$ cat src/rtl/crsm_pkg.sv
// Package: crsm_pkg
// Holds the types shared by the core-rail standby monitor modules.
// Assumes nothing beyond a single clock domain for its users.
package crsm_pkg;
    // State of the core rail as seen by the last valid sample.
    typedef enum logic {
        RAIL_OK  = 1'b0,
        RAIL_LOW = 1'b1
    } rail_state_e;
endpackage

$ cat src/rtl/crsm_rail_cmp.sv
// Module: crsm_rail_cmp
// Compares each valid sample with the low limit. It gives a same-cycle
// low-sample pulse and the registered rail state, which gates monitoring.
// Assumes unsigned codes and a synchronous active-low reset.
module crsm_rail_cmp
    import crsm_pkg::*;
#(
    parameter int SAMPLE_W = 8
) (
    input  logic                clk,
    input  logic                rst_n,
    input  logic                smp_valid,
    input  logic [SAMPLE_W-1:0] smp_code,
    input  logic [SAMPLE_W-1:0] low_limit,
    output logic                low_event,
    output logic                rail_low_q
);
    rail_state_e state_q;

    // Flag a valid sample that falls under the limit.
    always_comb low_event = smp_valid && (smp_code < low_limit);

    // Track rail state; only valid samples may move it.
    always_ff @(posedge clk) begin
        if (!rst_n)
            state_q <= RAIL_OK;
        else if (smp_valid)
            state_q <= low_event ? RAIL_LOW : RAIL_OK;
    end

    // Expose the state as a plain bit.
    always_comb rail_low_q = (state_q == RAIL_LOW);
endmodule

$ cat src/rtl/crsm_status.sv
// Module: crsm_status
// Sticky low-rail flag with a guarded read-clear, plus alert gating.
// Assumes low_event and rail_low_q come from crsm_rail_cmp in the same domain.
module crsm_status (
    input  logic clk,
    input  logic rst_n,
    input  logic low_event,
    input  logic rail_low_q,
    input  logic rd_clr,
    input  logic alert_en,
    output logic sts_q,
    output logic alert_n
);
    logic clr_ok;

    // A clear counts only when no low condition is present now.
    always_comb clr_ok = rd_clr && !rail_low_q && !low_event;

    // Set on a low sample, which wins over a clear.
    always_ff @(posedge clk) begin
        if (!rst_n)
            sts_q <= 1'b0;
        else if (low_event)
            sts_q <= 1'b1;
        else if (clr_ok)
            sts_q <= 1'b0;
    end

    // Open-drain-style alert: pulled low while the flag is set and enabled.
    always_comb alert_n = !(sts_q && alert_en);
endmodule

$ cat src/rtl/crsm_thr_timer.sv
// Module: crsm_thr_timer
// Synchronizes the raw throttle input and accumulates enabled ticks while
// it is high. It holds the count while monitoring is suspended and
// saturates at all ones.
// Assumes SYNC_STAGES >= 2 and tick_en is a one-cycle time-base pulse.
module crsm_thr_timer #(
    parameter int TIMER_W     = 16,
    parameter int SYNC_STAGES = 2
) (
    input  logic               clk,
    input  logic               rst_n,
    input  logic               throttle_raw,
    input  logic               tick_en,
    input  logic               suspend,
    output logic [TIMER_W-1:0] count_q
);
    localparam logic [TIMER_W-1:0] CNT_MAX = '1;

    logic [SYNC_STAGES-1:0] sync_q;
    logic                   thr_s;
    logic                   step;

    // Bring the asynchronous throttle input into the clock domain.
    always_ff @(posedge clk) begin
        if (!rst_n)
            sync_q <= '0;
        else
            sync_q <= {sync_q[SYNC_STAGES-2:0], throttle_raw};
    end

    // Take the synchronized throttle from the last stage.
    always_comb thr_s = sync_q[SYNC_STAGES-1];

    // Decide whether this cycle adds one to the count.
    always_comb step = tick_en && thr_s && !suspend && (count_q != CNT_MAX);

    // Accumulate throttle time; hold while suspended or saturated.
    always_ff @(posedge clk) begin
        if (!rst_n)
            count_q <= '0;
        else if (step)
            count_q <= count_q + 1'b1;
    end
endmodule

$ cat src/rtl/core_rail_standby_mon.sv
// Module: core_rail_standby_mon
// Top of the core-rail standby monitor. It ties the rail comparator, the
// sticky status and alert, and the throttle timer, which is suspended
// while the rail is low.
// Assumes an ADC and a register interface outside the block.
module core_rail_standby_mon #(
    parameter int SAMPLE_W    = 8,
    parameter int TIMER_W     = 16,
    parameter int SYNC_STAGES = 2
) (
    input  logic                clk,
    input  logic                rst_n,
    input  logic                smp_valid,
    input  logic [SAMPLE_W-1:0] smp_code,
    input  logic [SAMPLE_W-1:0] low_limit,
    input  logic                alert_en,
    input  logic                status_rd_clr,
    input  logic                throttle_raw,
    input  logic                tick_en,
    output logic                rail_low_sts,
    output logic                alert_n,
    output logic [TIMER_W-1:0]  throttle_time
);
    logic low_event;
    logic rail_low_q;

    crsm_rail_cmp #(.SAMPLE_W(SAMPLE_W)) u_cmp (
        .clk        (clk),
        .rst_n      (rst_n),
        .smp_valid  (smp_valid),
        .smp_code   (smp_code),
        .low_limit  (low_limit),
        .low_event  (low_event),
        .rail_low_q (rail_low_q)
    );

    crsm_status u_sts (
        .clk        (clk),
        .rst_n      (rst_n),
        .low_event  (low_event),
        .rail_low_q (rail_low_q),
        .rd_clr     (status_rd_clr),
        .alert_en   (alert_en),
        .sts_q      (rail_low_sts),
        .alert_n    (alert_n)
    );

    crsm_thr_timer #(.TIMER_W(TIMER_W), .SYNC_STAGES(SYNC_STAGES)) u_tmr (
        .clk          (clk),
        .rst_n        (rst_n),
        .throttle_raw (throttle_raw),
        .tick_en      (tick_en),
        .suspend      (rail_low_q),
        .count_q      (throttle_time)
    );
endmodule

$ cat config.mk
export PLATFORM = sky130hd
export DESIGN_NAME = core_rail_standby_mon
export DESIGN_NICKNAME = d
export VERILOG_FILES = /design/src/rtl/crsm_pkg.sv /design/src/rtl/crsm_rail_cmp.sv /design/src/rtl/crsm_status.sv /design/src/rtl/crsm_thr_timer.sv /design/src/rtl/core_rail_standby_mon.sv
export SDC_FILE = /design/constraint.sdc
export NUM_CORES = 1
export LEC_CHECK = 0
export BUFFER_PORTS_ARGS = -buffer_cell sky130_fd_sc_hd__buf_2
export CAP_MARGIN = 10
export CELL_PAD_IN_SITES_DETAIL_PLACEMENT = 1
export CELL_PAD_IN_SITES_GLOBAL_PLACEMENT = 1
export CORE_MARGIN = 2
export CORE_UTILIZATION = 32
export DETAILED_ROUTE_END_ITERATION = 10
export PLACE_DENSITY_LB_ADDON = 0.3
export SYNTH_ARGS = -nofsm -noshare
export SYNTH_HDL_FRONTEND = slang
export SYNTH_HIERARCHICAL = 1
export SYNTH_SLANG_ARGS = --single-unit
$ cat constraint.sdc
create_clock -name clk -period 1.9 [get_ports clk]
set_input_delay 0.57 -clock clk [delete_from_list [all_inputs] [get_ports clk]]
set_output_delay 0.57 -clock clk [all_outputs]
set_load 0.005 [all_outputs]
# --- Word-level counts from Yosys, hierarchy flattened ---
# Cells that the tools add are included.
classes:
  add_sub_neg: 1
  order_cmp: 1
  eq_ne: 1
  mux: 3
  reduce_logical: 11
op_table:
  columns: ["cell", "n"]
  rows:
  - ["adder 16 x 1 -> 16 bit, second input constant", 1]
  - ["inequality test 16 bit, second input constant", 1]
  - ["less-than comparator 8 bit", 1]
  - ["logical AND 1 bit", 7]
  - ["zero test 1 bit", 3]
  - ["2-to-1 mux 1 bit", 3]
  - ["nonzero test 2 bit", 1]
totals:
  reg_bits: 20
  output_inout_bits: 18
  word_cells: 21

# --- Longest topological paths before layout ---
logic_depth:
  depth_word: 6
  depth_mapped: 8

# --- Modules after synthesis ---
# Netlist, hierarchy kept.
by_module_without_submodules:
  columns: ["mod", "instances", "cells_each", "area_per_inst_um2", "seq_area_each_um2"]
  rows:
  - ["crsm_thr_timer", 1, 98, 857.1, 360.3]
  - ["crsm_rail_cmp", 1, 29, 260.2, 20.0]
  - ["crsm_status", 1, 5, 45.0, 20.0]

# --- Worst setup path before layout ---
# No wires, ideal clock.
synth_path:
  path_type: "input to register"
  startpoint: "input port tick_en"
  endpoint: "register u_tmr.count_q[13]"
  setup_time_ns: 0.070
  arrival_ns: 1.838
  required_time_ns: 1.830
  path_slack_ns: -0.008
  stages: 4
  cell_sequence: "nand3b_1 > or4_4 > or4_1 > a21oi_1"
synth_via:
  elab_chain_cells: 3
synth_rtl:
  columns: ["item", "line", "rtl"]
  rows:
  - ["start, declared", "core_rail_standby_mon.sv:19", "input logic tick_en,"]
  - ["logical AND 1 bit (3 in series)", "crsm_thr_timer.sv:35", "always_comb step = tick_en && thr_s && !suspend && (count_q != CNT_MAX);"]
  - ["end signal, assigned", "crsm_thr_timer.sv:42", "count_q <= count_q + 1'b1;"]
  - ["end, declared", "crsm_thr_timer.sv:15", "output logic [TIMER_W-1:0] count_q"]
# No other way between the ends.
# A chain may end at the register's enable or synchronous reset.

# --- Final worst setup path ---
layout_path:
  startpoint: "register u_tmr.count_q[7]"
  endpoint: "register u_tmr.count_q[15]"
layout_via:
  elab_chain_cells: 2
  word_cells_on_any_way: 3
  classes_between: "add/sub: 1; eq/ne: 1; reduce/logical: 1"
layout_rtl:
  columns: ["item"]
  rows:
  - ["branches (longest 2 deep; another with adder 16 x 1 -> 16 bit)"]
# Parallel ways; which one is timed is not known.

==> flow_summary.yaml <==
run_status:
  outcome: "complete, no violations"
detailed_routing:
  wl_met2_um: 1940
  wirelength_um: 3480
  drcViolationCount: 0
  routed_via_density: 5.40
  dr_total_vias: 1263
  highest_layer: "met4"
  final_antenna_net_count: 0
  drt_pass1_iterations: 4
  met1_length_um: 1350
  met3_length_um: 165
  drt_iter0_drc: 44
  post_drt_wl_per_cell_um: 14.9
worst_setup_path:
  max_stage_delay_ns: 0.58
  crit_type: "reg2reg"
  crit_path_cell_trace: "nand4_2, or4_4, or4_1, a21oi_1"
  cp_max_fo: 5
  cp-endpoint: "u_tmr/count_q[15]"
  critPathArrivalTime_ns: 2.09
  worstSetupStartpoint: "u_tmr/count_q[7]"
  critPathCaptureType: "register"
  worstReg2RegStart: "u_tmr/count_q[7]"
  rrSetupSlack_ns: 0.04
  worst_ep_required_time_ns: 2.14
  crit_path_start_kind: "register"
  critPathSlowestCell: "or4_4"
  r2r-end: "u_tmr/count_q[15]"
  reg2reg_depth: 4
final_layout:
  final_common_cell: "buf_2"
  final_layout_size_suffix_gt1_share_pct: 37.2
  nNetsFinal: 220
  fin_cells: 234
  area_delta_synth_final_pct: 35.2
  nFillCells: 430
  diodes: 0
  most-common-layout-cells: "buf_2, dfxtp_1, buf_4"
clocking:
  ctsRootBufferMaster: "clkbuf_4"
  cts_hold_buf: 0
  htree_levels: 1
  cts_tree: "yes"
  clkTransAtPathRegs_ns: 0.12
  clock_path_buffers: 2
  cts_setup_buffers: 0
  clkLatencyLatePin_ns: 0.30
  cts_buffers: 3
  cts.sinks: 20
global_routing:
  grt_util_all_layers_pct: 18.2
  antenna_found_initial: 0
  grt_pass1_vias: 1303
  overflow: 0
  grt_pass1_wl_um: 6040
  grt_max_degree: 15
logic_synthesis:
  yosysWarnings: 6
  synth_top_cell_by_area: "dfxtp_1"
  ys_ff_latch: 20
  synth_area_um2: 1160
  async_reset_ff_share_pct: 0
  synth.area.top_cells: "dfxtp_1, ha_1, a21oi_1"
  synth_edf_count: 0
  synth_cell_types: 38
  seq_area_frac_synth_pct: 34.4
  synth_top_area_share_pct: 34.4
  avgSynthCellArea_um2: 8.81
  syn_nets: 163
  synth_flop_cell: "dfxtp_1"
  synth_cells: 132
sta:
  period_share_pct: 97.8
  finalHoldViolations: 0
  max_freq_mhz: 538
  setup_viol_count_final: 0
  period_needed_ns: 1.86
  clock_skew_ns: 0.00599
  slew_headroom_pct: 67.3
  drv_slew: 0
  holdWs_ns: 0.450
  worst_pin_slew_ns: 0.490
placement:
  port_buffers: 40
  place.gp.congestion: 0.828
  placed_cells: 229
  hpwlAfterDp_um: 2690
power:
  leakagePower_nw: 0.694
  power.density_nw_per_um2: 499
  power_mw: 0.784
  ir_worst_vdd_mv: 0.260
floorplan:
  rows: 21
  fp.dieH_um: 64.3
  core_um2: 3420
  initial_utilization_pct: 34.0
  dieArea_um2: 4130
  die_w_um: 64.3
  ios: 41
job:
  cap_violations: 0
min_path:
  hold_class: "reg2reg"
-- kinds of logic after synthesis --
kind of cell               after synthesis  synth area share [%]
adders and majority gates                8                  8.61
and+or+nand+nor                         57                  31.9
AOI/OAI and AO/OA                       33                  19.6
xor gates and xnor gates                 2                  1.51
buffers and inverters                   12                  3.98
DFF                                     20                  34.4
-- timing repair --
| item | in CTS | in global routing |
|---|---|---|
| setup endpoints to repair | 1 | 4 |
| endpoints found under the hold margin | 0 | 0 |
| cloned | 0 | 1 |
| gates resized for setup | 1 | 3 |
-- report_power, final --
group          total [mW]  internal, mW  switching, mW
combinational      0.0993        0.0533         0.0460
sequential          0.432         0.426        0.00657
clock               0.253         0.117          0.136
total               0.784         0.596          0.188
-- state kept, by name (all words and copies together), names as in the netlist --
signal and count:
u_cmp/rail_low_q 1, u_sts/sts_q 1, u_tmr/count_q 16, u_tmr/sync_q 2
-- layer usage --
layer	global-route usage, %	vias up
met5	0	-
met3	3.70	2
li1	-	623
met2	35.5	35
met4	2.39	0
met1	20.4	603
-- how the worst min path moves through the flow --
stage	startpoint	endpoint	cells past startpoint
after CTS	throttle_raw	u_tmr/sync_q[0]	2
after detailed placement	u_tmr/sync_q[0]	u_tmr/sync_q[1]	1
final	u_tmr/sync_q[0]	u_tmr/sync_q[1]	1
after global routing	throttle_raw	u_tmr/sync_q[0]	2
after floorplan	u_tmr/sync_q[0]	u_tmr/sync_q[1]	1
after global placement	u_tmr/sync_q[0]	u_tmr/sync_q[1]	1
-- stage by stage --
step           TNS [ns]  instance area [µm²]  worst slack (ns)  util [%]
2_1_floorplan         0                 1160            0.0801         -
3_3_place_gp   -0.00412                 1510          -0.00410      44.3
3_5_place_dp     -0.245                 1510           -0.0948      44.3
4_1_cts               0                 1550            0.0384      45.4
5_1_grt         -0.0362                 1570           -0.0199      46.0
6_report              0                 1570            0.0417      46.0
-- cell usage after synthesis (4+ instances only) --
cell / n
nor2_1: 4
or4_1: 6
nand2_1: 7
nand3_1: 6
o21ai_0: 6
dfxtp_1: 20
a21oi_1: 11
nand4_1: 6
inv_1: 9
ha_1: 8
o31ai_1: 7
-- final cells by class --
type / instances / area (µm²) / share of cell area, %
multi-input combinational: 100 / 722 / 45.9
sequential: 20 / 405 / 25.8
timing repair buffer: 55 / 317 / 20.1
tap: 46 / 57.6 / 3.66
clock buffer: 4 / 36.3 / 2.31
inverter: 9 / 33.8 / 2.15
-- critical path, delay by kind of cell (launching register included) --
family | cells | cell delay [ns]
compound gates | 1 | 0.18
flops | 1 | 0.39
simple gates | 3 | 1.22
Power figures use the tool's default switching activity.
